$ cat config.mk
export PLATFORM = sky130hd
export DESIGN_NAME = smba_responder
export DESIGN_NICKNAME = d
export VERILOG_FILES = /design/src/rtl/smba_pkg.sv /design/src/rtl/smba_bus_sync.sv /design/src/rtl/smba_alert_latch.sv /design/src/rtl/smba_ara_engine.sv /design/src/rtl/smba_responder.sv
export SDC_FILE = /design/constraint.sdc
export NUM_CORES = 1
export LEC_CHECK = 0
export BUFFER_PORTS_ARGS = -buffer_cell sky130_fd_sc_hd__buf_2
export CAP_MARGIN = 10
export CORE_MARGIN = 5
export CORE_UTILIZATION = 55
export DETAILED_ROUTE_END_ITERATION = 8
export PLACE_DENSITY = 0.74
export REMOVE_ABC_BUFFERS = 1
export SETUP_SLACK_MARGIN = 0.02
export SYNTH_ARGS = -nofsm -noshare
export SYNTH_HDL_FRONTEND = slang
export SYNTH_SLANG_ARGS = --single-unit
$ cat constraint.sdc
create_clock -name clk -period 1.5 [get_ports clk]
set_input_delay 0.3 -clock clk [delete_from_list [all_inputs] [get_ports clk]]
set_output_delay 0.3 -clock clk [all_outputs]
set_load 0.005 [all_outputs]
$ cat src/rtl/smba_pkg.sv
package smba_pkg;

  // Reserved 7-bit address every alerting device answers to.
  localparam logic [6:0] ARA_ADDR = 7'b0001100;
  localparam int         BYTE_W   = 8;

  typedef enum logic [2:0] {
    SMB_IDLE,   // waiting for a start condition
    SMB_RXHDR,  // shifting in the header byte
    SMB_ACK,    // driving the acknowledge bit
    SMB_TX,     // sending the reply byte
    SMB_SKIP    // not addressed, finished or lost; wait for start/stop
  } smb_state_e;

endpackage

$ cat src/rtl/smba_bus_sync.sv
module smba_bus_sync #(
  parameter int STAGES = 2
) (
  input  logic clk,
  input  logic rst_n,
  input  logic scl_i,
  input  logic sda_i,
  output logic scl_s,
  output logic sda_s,
  output logic scl_rise,
  output logic scl_fall,
  output logic start_det,
  output logic stop_det
);

  logic [STAGES-1:0] scl_sh_q;
  logic [STAGES-1:0] sda_sh_q;
  logic              scl_prev_q;
  logic              sda_prev_q;

  // The idle bus is high, so every stage resets to 1.
  always_ff @(posedge clk or negedge rst_n) begin
    if (!rst_n) begin
      scl_sh_q   <= '1;
      sda_sh_q   <= '1;
      scl_prev_q <= 1'b1;
      sda_prev_q <= 1'b1;
    end else begin
      scl_sh_q   <= {scl_sh_q[STAGES-2:0], scl_i};
      sda_sh_q   <= {sda_sh_q[STAGES-2:0], sda_i};
      scl_prev_q <= scl_sh_q[STAGES-1];
      sda_prev_q <= sda_sh_q[STAGES-1];
    end
  end

  assign scl_s     = scl_sh_q[STAGES-1];
  assign sda_s     = sda_sh_q[STAGES-1];
  assign scl_rise  =  scl_s & ~scl_prev_q;
  assign scl_fall  = ~scl_s &  scl_prev_q;
  // A data edge while the clock stays high is a bus condition.
  assign start_det =  scl_s & scl_prev_q &  sda_prev_q & ~sda_s;
  assign stop_det  =  scl_s & scl_prev_q & ~sda_prev_q &  sda_s;

endmodule

$ cat src/rtl/smba_alert_latch.sv
module smba_alert_latch #(
  parameter int NUM_COND = 2
) (
  input  logic                clk,
  input  logic                rst_n,
  input  logic [NUM_COND-1:0] cond_i,
  input  logic                clear_i,
  output logic                alert_o
);

  logic alert_q;
  logic alert_d;

  // Set beats clear: a cause present in the clear cycle keeps the flag.
  always_comb begin
    alert_d = (|cond_i) | (alert_q & ~clear_i);
  end

  always_ff @(posedge clk or negedge rst_n) begin
    if (!rst_n) alert_q <= 1'b0;
    else        alert_q <= alert_d;
  end

  assign alert_o = alert_q;

endmodule

$ cat src/rtl/smba_ara_engine.sv
module smba_ara_engine
  import smba_pkg::*;
#(
  parameter logic [6:0] DEV_ADDR = 7'h2A
) (
  input  logic clk,
  input  logic rst_n,
  input  logic scl_s,
  input  logic sda_s,
  input  logic scl_rise,
  input  logic scl_fall,
  input  logic start_det,
  input  logic stop_det,
  input  logic alert_i,
  output logic sda_oe,
  output logic won_o
);

  localparam int                 CNT_W   = $clog2(BYTE_W);
  localparam logic [CNT_W-1:0]   LAST    = CNT_W'(BYTE_W - 1);
  localparam logic [BYTE_W-1:0]  HDR_RD  = {ARA_ADDR, 1'b1};
  localparam logic [BYTE_W-1:0]  REPLY   = {DEV_ADDR, 1'b1};

  smb_state_e         state_q, state_d;
  logic [CNT_W-1:0]   cnt_q,   cnt_d;
  logic [BYTE_W-1:0]  sh_q,    sh_d;
  logic               oe_q,    oe_d;
  logic               won_q,   won_d;
  logic [BYTE_W-1:0]  hdr_next;

  assign hdr_next = {sh_q[BYTE_W-2:0], sda_s};

  always_comb begin
    state_d = state_q;
    cnt_d   = cnt_q;
    sh_d    = sh_q;
    oe_d    = oe_q;
    won_d   = 1'b0;

    if (start_det) begin
      state_d = SMB_RXHDR;
      cnt_d   = '0;
      oe_d    = 1'b0;
    end else if (stop_det) begin
      state_d = SMB_IDLE;
      oe_d    = 1'b0;
    end else begin
      unique case (state_q)
        SMB_IDLE: ;
        SMB_RXHDR: begin
          if (scl_rise) begin
            sh_d = hdr_next;
            if (cnt_q == LAST) begin
              cnt_d   = '0;
              state_d = (alert_i && hdr_next == HDR_RD) ? SMB_ACK : SMB_SKIP;
            end else begin
              cnt_d = cnt_q + 1'b1;
            end
          end
        end
        SMB_ACK: begin
          // First falling edge starts the acknowledge; the second ends it.
          if (scl_fall) begin
            if (!oe_q) begin
              oe_d = 1'b1;
            end else begin
              state_d = SMB_TX;
              cnt_d   = '0;
              sh_d    = REPLY;
              oe_d    = ~REPLY[BYTE_W-1];
            end
          end
        end
        SMB_TX: begin
          if (scl_s && !oe_q && !sda_s) begin
            // Line released by this block but held low by another device.
            state_d = SMB_SKIP;
          end else if (scl_fall) begin
            if (cnt_q == LAST) begin
              oe_d    = 1'b0;
              won_d   = 1'b1;
              state_d = SMB_SKIP;
            end else begin
              cnt_d = cnt_q + 1'b1;
              sh_d  = {sh_q[BYTE_W-2:0], 1'b1};
              oe_d  = ~sh_q[BYTE_W-2];
            end
          end
        end
        SMB_SKIP: ;
        default: state_d = SMB_IDLE;
      endcase
    end
  end

  always_ff @(posedge clk or negedge rst_n) begin
    if (!rst_n) begin
      state_q <= SMB_IDLE;
      cnt_q   <= '0;
      sh_q    <= '0;
      oe_q    <= 1'b0;
      won_q   <= 1'b0;
    end else begin
      state_q <= state_d;
      cnt_q   <= cnt_d;
      sh_q    <= sh_d;
      oe_q    <= oe_d;
      won_q   <= won_d;
    end
  end

  assign sda_oe = oe_q;
  assign won_o  = won_q;

endmodule

$ cat src/rtl/smba_responder.sv
module smba_responder #(
  parameter logic [6:0] DEV_ADDR    = 7'h2A,
  parameter int         NUM_COND    = 2,
  parameter int         SYNC_STAGES = 2
) (
  input  logic                clk,
  input  logic                rst_n,
  input  logic [NUM_COND-1:0] cond_i,
  input  logic                scl_i,
  input  logic                sda_i,
  output logic                sda_oe,
  output logic                alert_oe
);

  logic [1:0] rst_pipe_q;
  logic       rst_core_n;
  logic       scl_s, sda_s, scl_rise, scl_fall, start_det, stop_det;
  logic       alert, won;

  // Reset asserts at once and is released on a clock edge.
  always_ff @(posedge clk or negedge rst_n) begin
    if (!rst_n) rst_pipe_q <= 2'b00;
    else        rst_pipe_q <= {rst_pipe_q[0], 1'b1};
  end
  assign rst_core_n = rst_pipe_q[1];

  smba_bus_sync #(.STAGES(SYNC_STAGES)) u_sync (
    .clk(clk), .rst_n(rst_core_n), .scl_i(scl_i), .sda_i(sda_i),
    .scl_s(scl_s), .sda_s(sda_s), .scl_rise(scl_rise), .scl_fall(scl_fall),
    .start_det(start_det), .stop_det(stop_det)
  );

  smba_alert_latch #(.NUM_COND(NUM_COND)) u_latch (
    .clk(clk), .rst_n(rst_core_n), .cond_i(cond_i), .clear_i(won),
    .alert_o(alert)
  );

  smba_ara_engine #(.DEV_ADDR(DEV_ADDR)) u_engine (
    .clk(clk), .rst_n(rst_core_n), .scl_s(scl_s), .sda_s(sda_s),
    .scl_rise(scl_rise), .scl_fall(scl_fall), .start_det(start_det),
    .stop_det(stop_det), .alert_i(alert), .sda_oe(sda_oe), .won_o(won)
  );

  assign alert_oe = alert;

endmodule

==> results.md <==
* Layout Cells excl Fill at roughly 180
* TritonCTS clock tree: done
* Area Growth Syn to Fin at 45.21%
* Top Family by Delay on Critical Path: simple AND/OR/NAND/NOR gates
* First-pass GRT wire length at a little over 5000 um
* Mapped Avg Cell Area at around 10 um2
* Hold WC Path Type: in -> reg
* Die Area at approximately 0.003 mm2
* Post-synthesis sequential area ratio at a little under three fifths
* YS warnings at 0
* Yosys reg bits at 24
* Leak at 0.0007389 uW
* Max-cap check violation count at 0
* GPL Wtd Cong at between 0.8 and 0.9
* Cells after synthesis at between 100 and 150
* RSZ-0062 raised after global routing: yes
* CP startpoint kind: flip-flop
* Vias at 1039
* Worst-path fanout max at 2
* F_max at between 500 and 600 MHz
* Nets at approximately 160
* Clock-pin slew on the worst setup and hold paths at about 130 ps
* Hpwl dp at ~1800 um
* Endpoint type of the worst setup path: flip-flop
* Worst setup margin at -359.8 ps
* Setup_tns at -2443 ps
* Peak supply drop at between 1 and 1.5 mV
* Worst clock skew at 3.842 ps
* CP max stage delay at roughly 570 ps
* Final hold violations at 0
* Die Wd at 54.64 um
* Core Region at 0.001922 mm2
* Crit path required time at 1760 ps
* Most common cell after layout, fill and taps aside: buf_4
* Critical path class: reg -> reg
* Post-route ant nets at 0
* WHS Endpoint: u_sync.sda_sh_q[0]$_DFF_PN1_
* Post-route clock period utilization at 124.0%
* Via density at about 5.8
* GR Util All Layers at roughly 25%
* Post-layout util at between 80 and 90%
* Worst reg-to-reg setup slack at -360 ps
* Layout fillers at ~130
* Initial drt markers at 46
* Root buf cell: clkbuf_4
* # port buffers at 7
* Initial Util at ~57%
* Clock Sinks at 24
* Crit-path slowest cell: dfstp_2
* Final Max Tran Viols at 0
* Grt ovf at 0
* Num ports at 8
* Reg-to-Reg End: u_engine.state_q[1]$_DFFE_PN0P_
* PwrDens at approximately 1700 mW/mm2
* Final instance area at 0.001592 mm2
* R2r worst-path depth at 5
* DRT Wirelength at roughly 3200 um
* Synth unique cells at 33
* Largest net degree at the start of global routing at 15
* Violated checks: setup timing
* RR Startpoint: u_sync.sda_sh_q[1]$_DFF_PN1_
* Pwr Total at approximately 2800 uW
* Worst hold stages at 1
* Max Root-Sink Buffers at 2
* Commonest non-fill, non-tap cells in the layout: buf_4, dfrtp_1, nand2_1, nor2_1
* Outcome: finished, violations left
* Detailed Routing Iterations Pass 1 at 4
* Critical path arrival at 2120 ps
* Antenna fix cells at 0
* Sum of buffers and inverters on the critical path at 1
* DRC at 0
* Mapped Area at 0.001096 mm2
* Placed insts at roughly 170
* Number of global-route vias before repair at roughly 1.1k
* Drt wl/cell at 17.76 um
* Worst skew pair latency at 330 ps
* Min cycle time layout at around 1900 ps
* Hold Crit Start: sda_i
* Cell Chain, Critical Path: inv_2 -> or4b_4 -> nor4_4 -> or3b_1 -> a21oi_1
* Dpl cell area at 0.001369 mm2
* Number of CTS-inserted buffers at 3
* Initial antenna violation count at 0
* H-tree depth at 1
* Share of post-route cells with drive strength above 1 at 50.66%
* Die Height at ~55 um
* Num rows at 16
* Setup-failing EPs final at 13
through the flow:
step,worst slack [ps],hold slack [ps]
2_1_floorplan,-689.1,4.409
3_3_place_gp,-278.8,84.55
3_5_place_dp,-343.5,88.12
4_1_cts,-316.0,52.69
5_1_grt,-413.2,40.99
6_report,-359.8,47.83
cell families (layout without fill, tap and decap cells):
family                     after synthesis  after routing  share of synthesized area (%)
AOI/OAI and AO/OA                       25             25                          13.70
other                                    1              1                         0.3421
xor gates and xnor gates                 1              1                         0.7992
DFF                                     24             24                          55.48
adders and majority gates                2              2                          2.283
and+or+nand+nor                         47             47                          23.17
muxes                                    2              2                          1.941
buffers and inverters                    6             50                          2.283
worst max path at each step:
stage	from	end	slack [ps]	cells past startpoint
after floorplan	u_engine.cnt_q[0]$_DFFE_PN0P_	u_engine.cnt_q[0]$_DFFE_PN0P_	-690	6
after global placement	u_engine.cnt_q[0]$_DFFE_PN0P_	u_engine.cnt_q[0]$_DFFE_PN0P_	-280	6
after detailed placement	u_sync.scl_prev_q$_DFF_PN1_	u_engine.cnt_q[0]$_DFFE_PN0P_	-340	5
after CTS	u_engine.cnt_q[0]$_DFFE_PN0P_	u_engine.cnt_q[0]$_DFFE_PN0P_	-320	6
after global routing	u_sync.sda_sh_q[1]$_DFF_PN1_	u_engine.state_q[1]$_DFFE_PN0P_	-410	5
final	u_sync.sda_sh_q[1]$_DFF_PN1_	u_engine.state_q[1]$_DFFE_PN0P_	-360	5
layout make-up:
| class | count | area (um2) | share of cell area, % |
|---|---|---|---|
| clock buffer | 3 | 22.52 | 1.415 |
| multi-input combinational | 78 | 551.8 | 34.67 |
| inverter | 3 | 11.26 | 0.7075 |
| tap | 27 | 33.78 | 2.123 |
| sequential | 24 | 608.1 | 38.21 |
| timing repair buffer | 43 | 334.1 | 20.99 |
| clock inverter | 1 | 30.03 | 1.887 |
report_power, final:
part           total [uW]  internal, uW  switching (uW)
logic                1330           710             620
clock network         477           271             206
registers             944           808             136
registers in the layout, summed over array words and instances, names as in the netlist, 2 cells and up:
register,count
u_engine.sh_q,7
u_sync.scl_sh_q,2
u_sync.sda_sh_q,2
u_engine.cnt_q,3
u_engine.state_q,3
rst_pipe_q,2
Yosys cell counts (all sizes together):
cell,n,area (um2)
ha,2,25.02
nor4,1,12.51
nor2,12,45.04
nor3,1,5.000
o211ai,2,20.02
o21ai,13,65.06
inv,3,11.26
dfrtp,18,450.4
a21o,1,7.510
mux2i,1,10.01
clkbuf,1,3.750
or4b,3,33.78
nand2,18,67.56
or3,1,6.260
a21boi,1,7.510
or3b,1,8.760
nand2b,5,41.29
nand3b,2,15.01
a41o,1,11.26
a21oi,6,30.03
xnor2,1,8.760
mux2,1,11.26
o2bb2ai,1,8.760
conb,1,3.750
nand3,2,10.01
buf,2,10.01
nand4b,1,8.760
dfstp,6,157.7
metal layers:
layer / GRT usage (%) / part of all wire, %
met5: 0 / 0
met4: 14.52 / 3.7
met1: 28.25 / 38
met3: 4.360 / 4.4
met2: 44.29 / 53
what timing repair did:
item	4_1_cts	5_1_grt
gates cloned	3	0
hold buffers	1	0
endpoints found under the setup margin	13	13
pin swaps	14	3
resized for setup	29	12
setup buffers	3	1
hold endpoints to repair	2	0
(Power assumes the default switching activity.)
